$ cat src/rtl/boot_sel_pkg.sv
package boot_sel_pkg;

  localparam logic [31:0] SW_OK_WORD    = 32'h4953_5756;
  localparam logic [31:0] FALLBACK_ADDR = 32'hC000_0000;

  typedef enum logic [2:0] {
    ST_BOOT,
    ST_REQ,
    ST_WAIT,
    ST_EXHAUST,
    ST_DONE,
    ST_HALT
  } sel_state_e;

endpackage

$ cat src/rtl/boot_sel_fsm.sv
module boot_sel_fsm
  import boot_sel_pkg::*;
#(
  parameter int NUM_IMG = 4,
  parameter int IDX_W   = (NUM_IMG > 1) ? $clog2(NUM_IMG) : 1
) (
  input  logic             clk,
  input  logic             rst_n,
  input  logic             warm_rst,
  input  logic [31:0]      sw_state,
  input  logic             crc_req_ready,
  input  logic             crc_rsp_valid,
  input  logic             crc_rsp_pass,
  input  logic             fab_configured,
  input  logic             fab_fallback_en,
  input  logic [IDX_W-1:0] last_idx,
  input  logic             locked,
  output logic             crc_req_valid,
  output logic [IDX_W-1:0] crc_req_idx,
  output logic             launch,
  output logic             launch_fallback,
  output logic [IDX_W-1:0] launch_idx,
  output logic             boot_err,
  output logic             upd_img,
  output logic [IDX_W-1:0] upd_idx,
  output logic             upd_exh
);

  localparam logic [IDX_W-1:0] LAST_IDX = IDX_W'(NUM_IMG - 1);
  localparam logic [IDX_W-1:0] ONE_IDX  = IDX_W'(1);

  sel_state_e       state_q, state_n;
  logic [IDX_W-1:0] cur_q, cur_n;
  logic             fire_img, fire_fb;
  logic [IDX_W-1:0] img_n;
  logic             launch_q, launch_fb_q;
  logic [IDX_W-1:0] launch_idx_q;

  always_comb begin
    state_n  = state_q;
    cur_n    = cur_q;
    fire_img = 1'b0;
    fire_fb  = 1'b0;
    img_n    = cur_q;
    upd_exh  = 1'b0;
    if (warm_rst) begin
      if (locked) begin
        state_n = ST_EXHAUST;
      end else if (sw_state == SW_OK_WORD) begin
        fire_img = 1'b1;
        img_n    = last_idx;
        state_n  = ST_DONE;
      end else if (last_idx == LAST_IDX) begin
        state_n = ST_EXHAUST;
      end else begin
        cur_n   = last_idx + ONE_IDX;
        state_n = ST_REQ;
      end
    end else begin
      case (state_q)
        ST_BOOT: begin
          cur_n   = '0;
          state_n = ST_REQ;
        end
        ST_REQ: begin
          if (crc_req_ready) state_n = ST_WAIT;
        end
        ST_WAIT: begin
          if (crc_rsp_valid) begin
            if (crc_rsp_pass) begin
              fire_img = 1'b1;
              state_n  = ST_DONE;
            end else if (cur_q == LAST_IDX) begin
              state_n = ST_EXHAUST;
            end else begin
              cur_n   = cur_q + ONE_IDX;
              state_n = ST_REQ;
            end
          end
        end
        ST_EXHAUST: begin
          upd_exh = 1'b1;
          if (fab_configured && fab_fallback_en) begin
            fire_fb = 1'b1;
            state_n = ST_DONE;
          end else begin
            state_n = ST_HALT;
          end
        end
        default: state_n = state_q;
      endcase
    end
  end

  always_ff @(posedge clk or negedge rst_n) begin
    if (!rst_n) begin
      state_q      <= ST_BOOT;
      cur_q        <= '0;
      launch_q     <= 1'b0;
      launch_fb_q  <= 1'b0;
      launch_idx_q <= '0;
    end else begin
      state_q     <= state_n;
      cur_q       <= cur_n;
      launch_q    <= fire_img | fire_fb;
      launch_fb_q <= fire_fb;
      if (fire_img) launch_idx_q <= img_n;
    end
  end

  assign crc_req_valid   = (state_q == ST_REQ);
  assign crc_req_idx     = cur_q;
  assign boot_err        = (state_q == ST_HALT);
  assign launch          = launch_q;
  assign launch_fallback = launch_fb_q;
  assign launch_idx      = launch_idx_q;
  assign upd_img         = fire_img;
  assign upd_idx         = img_n;

endmodule

$ cat src/rtl/boot_sel_state.sv
module boot_sel_state #(
  parameter int IDX_W = 2,
  parameter int SRC_W = 2
) (
  input  logic             clk,
  input  logic             rst_n,
  input  logic             upd_img,
  input  logic [IDX_W-1:0] upd_idx,
  input  logic             upd_exh,
  input  logic [SRC_W-1:0] flash_src,
  output logic [IDX_W-1:0] last_idx,
  output logic             locked,
  output logic [31:0]      status
);

  localparam int FIELD_W = 4;

  logic [IDX_W-1:0]   last_q;
  logic               exh_q;
  logic               started_q;
  logic [FIELD_W-1:0] src_q;

  always_ff @(posedge clk or negedge rst_n) begin
    if (!rst_n) begin
      last_q    <= '0;
      exh_q     <= 1'b0;
      started_q <= 1'b0;
      src_q     <= '0;
    end else begin
      if (upd_img) begin
        last_q    <= upd_idx;
        started_q <= 1'b1;
        src_q     <= FIELD_W'(flash_src);
      end
      if (upd_exh) exh_q <= 1'b1;
    end
  end

  assign last_idx = last_q;
  assign locked   = exh_q;
  assign status   = {20'd0, src_q, 6'd0, started_q, exh_q};

endmodule

$ cat src/rtl/boot_image_selector.sv
module boot_image_selector
  import boot_sel_pkg::*;
#(
  parameter int NUM_IMG = 4,
  parameter int SRC_W   = 2,
  parameter int IDX_W   = (NUM_IMG > 1) ? $clog2(NUM_IMG) : 1
) (
  input  logic             clk,
  input  logic             rst_n,
  input  logic             warm_rst,
  input  logic [31:0]      sw_state,
  input  logic [SRC_W-1:0] flash_src,
  output logic             crc_req_valid,
  input  logic             crc_req_ready,
  output logic [IDX_W-1:0] crc_req_idx,
  input  logic             crc_rsp_valid,
  input  logic             crc_rsp_pass,
  input  logic             fab_configured,
  input  logic             fab_fallback_en,
  output logic             launch,
  output logic             launch_fallback,
  output logic [IDX_W-1:0] launch_idx,
  output logic [31:0]      launch_addr,
  output logic [IDX_W-1:0] last_idx,
  output logic [31:0]      status,
  output logic             boot_err
);

  logic [1:0]       rst_sync_q;
  logic             core_rst_n;
  logic             locked;
  logic             upd_img, upd_exh;
  logic [IDX_W-1:0] upd_idx;

  always_ff @(posedge clk or negedge rst_n) begin
    if (!rst_n) rst_sync_q <= 2'b00;
    else        rst_sync_q <= {rst_sync_q[0], 1'b1};
  end
  assign core_rst_n = rst_sync_q[1];

  boot_sel_fsm #(.NUM_IMG(NUM_IMG), .IDX_W(IDX_W)) u_fsm (
    .clk             (clk),
    .rst_n           (core_rst_n),
    .warm_rst        (warm_rst),
    .sw_state        (sw_state),
    .crc_req_ready   (crc_req_ready),
    .crc_rsp_valid   (crc_rsp_valid),
    .crc_rsp_pass    (crc_rsp_pass),
    .fab_configured  (fab_configured),
    .fab_fallback_en (fab_fallback_en),
    .last_idx        (last_idx),
    .locked          (locked),
    .crc_req_valid   (crc_req_valid),
    .crc_req_idx     (crc_req_idx),
    .launch          (launch),
    .launch_fallback (launch_fallback),
    .launch_idx      (launch_idx),
    .boot_err        (boot_err),
    .upd_img         (upd_img),
    .upd_idx         (upd_idx),
    .upd_exh         (upd_exh)
  );

  boot_sel_state #(.IDX_W(IDX_W), .SRC_W(SRC_W)) u_state (
    .clk       (clk),
    .rst_n     (core_rst_n),
    .upd_img   (upd_img),
    .upd_idx   (upd_idx),
    .upd_exh   (upd_exh),
    .flash_src (flash_src),
    .last_idx  (last_idx),
    .locked    (locked),
    .status    (status)
  );

  assign launch_addr = launch_fallback ? FALLBACK_ADDR : 32'd0;

endmodule

$ cat config.mk
export PLATFORM = sky130hd
export DESIGN_NAME = boot_image_selector
export DESIGN_NICKNAME = d
export VERILOG_FILES = /design/src/rtl/boot_sel_pkg.sv /design/src/rtl/boot_sel_fsm.sv /design/src/rtl/boot_sel_state.sv /design/src/rtl/boot_image_selector.sv
export SDC_FILE = /design/constraint.sdc
export NUM_CORES = 1
export LEC_CHECK = 0
export ABC_AREA = 1
export BUFFER_PORTS_ARGS = -buffer_cell sky130_fd_sc_hd__buf_2
export CORE_MARGIN = 2
export CORE_UTILIZATION = 42
export DETAILED_ROUTE_END_ITERATION = 6
export PLACE_DENSITY = 0.93
export SKIP_LAST_GASP = 1
export SLEW_MARGIN = 20
export SYNTH_ARGS = -nofsm -noshare
export SYNTH_HDL_FRONTEND = slang
export SYNTH_SLANG_ARGS = --single-unit
export TNS_END_PERCENT = 50
$ cat constraint.sdc
create_clock -name clk -period 1.2 [get_ports clk]
set_clock_uncertainty 0.15 [all_clocks]
set_input_delay 0.06 -clock clk [delete_from_list [all_inputs] [get_ports clk]]
set_output_delay 0.06 -clock clk [all_outputs]
set_load 0.05 [all_outputs]
* After elaboration in Yosys (flattened, before gate mapping)
Cells that the tools add are included.
Storage, ports and cells: register bits after elaboration 15, logic and storage cells 67, output and inout port bits 74, input bits 42
Operators by class: equality and inequality tests 15, multiplexer cells 33, reductions and logical operators 7, bitwise operators 1, add/sub/neg operators 2
Operators by type and width (number):
- equality test 32 x 31 -> 1 bit (second input constant) | 1
- two-way mux 32 bit | 1
- two-way mux 2 bit | 12
- two-way mux 3 bit | 6
- two-way mux 1 bit | 12
- case mux 3 bit (4 select lines) | 1
- != test 3 bit (second input constant) | 3
- AND reduction 7 bit | 1
- equality test 3 x 2 -> 1 bit (second input constant) | 2
- != test 2 bit (second input constant) | 3
- != test 3 x 2 -> 1 bit (second input constant) | 2
- nonzero test 5 bit | 1
- adder 2 x 1 -> 2 bit (second input constant) | 2
- equality test 2 bit (second input constant) | 2
- case mux 2 bit (2 select lines) | 1
- equality test 3 x 1 -> 1 bit (second input constant) | 1
- equality test 3 bit (second input constant) | 1
- logical NOT 3 bit | 1
- AND reduction 3 bit | 1
- nonzero test 3 bit | 1
- AND reduction 2 bit | 1
- logical AND 1 bit | 1
- bitwise OR 1 bit | 1

* Logic depth before layout (Yosys ltp)
depth in word-level cells 6, mapped depth 11

* Hierarchy
From an unflattened synthesis, not the netlist that was laid out.
Unflattened totals: cell total of the unflattened synthesis 253, area, all modules 1655.3 um^2
Modules (own cells, without submodules):
- boot_sel_fsm | times used 1, cells each 165, area each 917.1 um^2, seq. area each 225.2 um^2
- boot_sel_state | times used 1, cells each 52, area each 440.4 um^2, seq. area each 150.1 um^2
- boot_image_selector | times used 1, cells each 36, area each 297.8 um^2, seq. area each 50.0 um^2

* Worst setup path before layout
No wires, ideal clock.
path type flip-flop to flip-flop, start point reg u_fsm.state_q[1], end point reg u_fsm.state_q[0], setup slack -0.483 ns, arrival time 1.414 ns, setup time 0.119 ns, period minus slack after synthesis 1.683 ns, buffers on the path 0, stages on the path, launching flop included 9, path through dfrtp_1 -> inv_1 -> nand2_1 -> nor2_2 -> inv_1 -> a21oi_1 -> nand3_1 -> nand3_1 -> nand2_1
Between the ends: longest elaborated chain between the ends 3, elaborated cells between the ends (all ways) 10, classes of those cells eq/ne: 5; mux: 2; reduce/logical: 3
RTL lines:
- start: declaration | line boot_sel_fsm.sv:32 | sel_state_e state_q, state_n;
- start signal: assignment | line boot_sel_fsm.sv:103 | state_q <= state_n;
- equality test 3 x 1 -> 1 bit (*)
- net crc_req_valid | line boot_image_selector.sv:13 | output logic crc_req_valid,
- case mux 3 bit (4 select lines) (tied with other cells) | line boot_sel_fsm.sv:60 | case (state_q)
- two-way mux 3 bit or AND reduction 3 bit (tied branches)
Mark *: on every way through the listed nets, which the timed path passes. The rest lies on a longest branch. A chain may end at the register's enable or synchronous reset.

* Final worst setup path
start point reg u_fsm.state_q[1], end point reg u_fsm.cur_q[0], in the netlist u_fsm.crc_req_idx[0]
Between the ends: longest elaborated chain between the ends 3, elaborated cells between the ends (all ways) 9, classes of those cells eq/ne: 4; mux: 2; reduce/logical: 3
RTL lines:
- equality test 3 x 2 -> 1 bit or logical NOT 3 bit (tied branches) | line boot_sel_fsm.sv:60
- != test 3 bit (no source line) (tied with other cells)
- AND reduction 7 bit (no source line) or two-way mux 2 bit (tied branches)
- end signal: assignment | line boot_sel_fsm.sv:104 | cur_q <= cur_n;
- end: declaration | line boot_sel_fsm.sv:33 | logic [IDX_W-1:0] cur_q, cur_n;
Parallel ways exist; a longest one is shown, timed or not.

==> impl_results.md <==
* Via density at 4.14
* Gr usage total at 0.182
* Reg2Reg Depth at 7
* Max-cap violations at 0
* Final setup vio count at 21
* Synth unique cells at 20
* WP depth at 7
* Net Sw Frac at 0.565
* TritonRoute pass-1 iters at 4
* DR WL met3 at 260 um
* Failing checks: setup timing
* Max VDD drop at 1170 uV
* Worst Path Arrival at 1.51 ns
* Final-layout fill cell count at 309
* Status: finished, violations left
* Core area at 3310 um2
* Placement row count at 21
* DRC viols at 0
* Reg-to-reg startpoint: u_fsm.state_q[1]
* Hold Path Class: register to asynchronous set/reset pin
* Die height at 62.5 um
* Wire length on met2 at 1940 um
* Pint at 1.57 mW
* CTS Sinks at 15
* Critical Path Max Stage Delay at 0.43 ns
* Cell Area, Synth at 1440 um2
* R2R Setup Slk at -0.26 ns
* Iter 0 DRT Violations at 37
* H-Tree Depth at 1
* Io pins at 116
* WS Path Type: register to register
* Utilization after layout at 0.560
* Area grow syn2layout at 29.3%
* CP max-delay cell: dfrtp_1
* Crit-path max FO at 3
* Fin Hold WS at 0.0153 ns
* Unrepaired setup endpoints after global routing: true
* FF-to-FF End: u_fsm.crc_req_idx[0]
* Routed WL at 3640 um
* Clock buffer count from CTS at 3
* Via count at 1,401
* Period minus WS final at 1.46 ns
* Ys Warns at 0
* # diodes at 0
* Chip width at 62.5 um
* Final hold violation count at 0
* Power per cell area at 1940 nW/um2
* DPL Wire Length at 2570 um
* P_sw at 2.04 mW
* First-pass GRT wire length at 5540 um
* Drt wl/cell at 10.8 um
* CTS tree: built
* Setup tns final at -3.38 ns
* Power Total at 3.61 mW
* Number of synthesized register bits at 15
* FMAX at 0.687 GHz
* Crit end category: register
* Clock buffer depth at 2
* CP bufs+invs at 2
* Startpoint Class: register
* Largest net degree at the start of global routing at 10
* Top layer in use: met4
* Starting Density at 0.433
* Comb power frac at 0.688
* Clock Pin Slew Worst Setup and Hold Paths at 0.10 ns
* Required time worst endpoint at 1.25 ns
* Crit path launch: u_fsm.state_q[1]
* Sequential share of power at 0.225
* Post-Synthesis Cells at 208
* GRT overflow at 0
* Port Buffers at 57
* Lkg Pwr at 1.14 nW
* Antenna viol nets, final at 0
* Top cell type's share of synthesized area at 0.335
* Top cell by count, worst path: nand2_1
* M1 WL at 1250 um
* Sequential-to-total area share from yosys stat at 0.262
* Worst-Skew Late Latency at 0.31 ns
* Fin. max-slew vios at 0
* Setup ws final at -0.256 ns
* Initial antenna violation count at 0
* Total Die Area at 3900 um2
* Ratio of cells with drive above 1 in the final layout at 0.384
* Clk root buf: clkbuf_4
* Top post-synthesis cells by area: buf_4 (33%), dfrtp_1 (26%), nand2_1 (14%)
* Post-synth top area cell: buf_4
* Vias in the first global route at 1,315
* Final Cycle Share at 1.21
* CP Cell Sequence: inv_2 -> buf_4 -> o211ai_1 -> a21oi_2 -> nand2_1 -> nand2_1 -> nand2_1
* Family with the most delay on the worst path: flip-flops
* Clock group share of total power at 0.086
* Syn_area_per_cell at 6.90 um2
* Crit path capture: u_fsm.crc_req_idx[0]
* # nets final at 337
* RD Place Congestion at 0.918
stage by stage:
| step | setup WS, ns | instances | instance area (um2) |
|---|---|---|---|
| final | -0.256 | 338 | 1860 |
| after global routing | -0.318 | 338 | 1860 |
| after global placement | -0.133 | 321 | 1660 |
| after CTS | -0.238 | 336 | 1820 |
| after detailed placement | -0.247 | 321 | 1660 |
| after floorplan | -0.278 | 265 | 1670 |
registers in the layout (all words and copies together), names as in the netlist:
name / cells
u_fsm.launch_fallback: 1
u_state.started_q: 1
u_state.src_q: 2
u_fsm.launch: 1
u_fsm.crc_req_idx: 2
u_fsm.state_q: 3
rst_sync_q: 2
u_state.locked: 1
u_fsm.launch_idx: 2
cells by family after synthesis:
family / after synthesis / share of synthesized area
AOI/OAI and AO/OA: 6 / 0.0279
adders and majority gates: 2 / 0.0174
buffers and inverters: 89 / 0.400
DFF: 15 / 0.262
other: 2 / 0.00523
and+or+nand+nor: 94 / 0.288
placed cells by master (no fill, tap or decap), types with 2 or more instances in the layout:
cell type and instances:
a21oi_1 2, buf_2 55, buf_4 20, clkbuf_4 3, conb_1 59, dfrtp_1 10
dfrtp_2 5, dlygate4sd3_1 10, inv_1 17, inv_2 8, nand2_1 53, nand2_2 4
nand2_4 2, nand3_1 8, nand3_2 3, nor2_1 15, nor2_2 2, nor2_4 3
o211ai_1 2, or2_1 2
metal layers:
| metal | global-route usage | up-vias |
|---|---|---|
| met5 | 0 | - |
| met4 | 0.122 | 0 |
| met3 | 0.0234 | 19 |
| met2 | 0.355 | 85 |
| met1 | 0.174 | 624 |
| li1 | - | 673 |
cells in the mapped netlist:
library cell,instances
nand2_2,3
a21oi_1,2
nand4_1,1
buf_4,64
nand2_1,55
o22ai_1,1
inv_2,6
nor2_1,17
inv_1,19
nor3_2,1
nor2_2,1
nand3_1,11
ha_1,2
nand2_4,1
nor2_4,2
o211ai_1,2
or2_1,2
conb_1,2
a21oi_2,1
dfrtp_1,15
cell type report:
cell class / count / area, um2 / share of cell area
multi-input cells: 161 / 743 / 0.401
repair buffers: 87 / 552 / 0.297
well taps: 46 / 57.6 / 0.0310
inverters: 25 / 93.8 / 0.0506
clock buffers: 3 / 22.5 / 0.0121
clock inverters: 1 / 5.00 / 0.00270
flip-flops and latches: 15 / 382 / 0.206
repair_timing:
action / 4_1_cts / 5_1_grt
buffers inserted: 2 / 1
hold endpoints to repair: 13 / 1
endpoints found under the setup margin: 21 / 22
resized for setup: 8 / 5
pin swaps: 6 / 3
hold buffers: 9 / 1
worst min path at each step:
stage | to | startpoint | slack [ns] | depth (start not counted)
final | u_fsm.state_q[1] | rst_sync_q[1] | 0.02 | 1
after global routing | u_fsm.launch_fallback | rst_sync_q[1] | 0.06 | 1
after CTS | u_fsm.state_q[1] | crc_rsp_pass | -0.03 | 4
after detailed placement | rst_sync_q[0] | rst_n | -0.30 | 1
after global placement | rst_sync_q[0] | rst_n | -0.30 | 1
after floorplan | rst_sync_q[0] | rst_n | -0.39 | 0
power groups by stage:
stage / sequential, mW / clock, mW / combinational [mW]
detailed placement: 0.818 / 0 / 2.23
finish: 0.813 / 0.311 / 2.48
floorplan: 1.18 / 0 / 1.43
CTS: 0.812 / 0.297 / 2.37
global route: 0.834 / 0.327 / 2.62
global placement: 0.808 / 0 / 2.17
(Power assumes the default switching activity.)
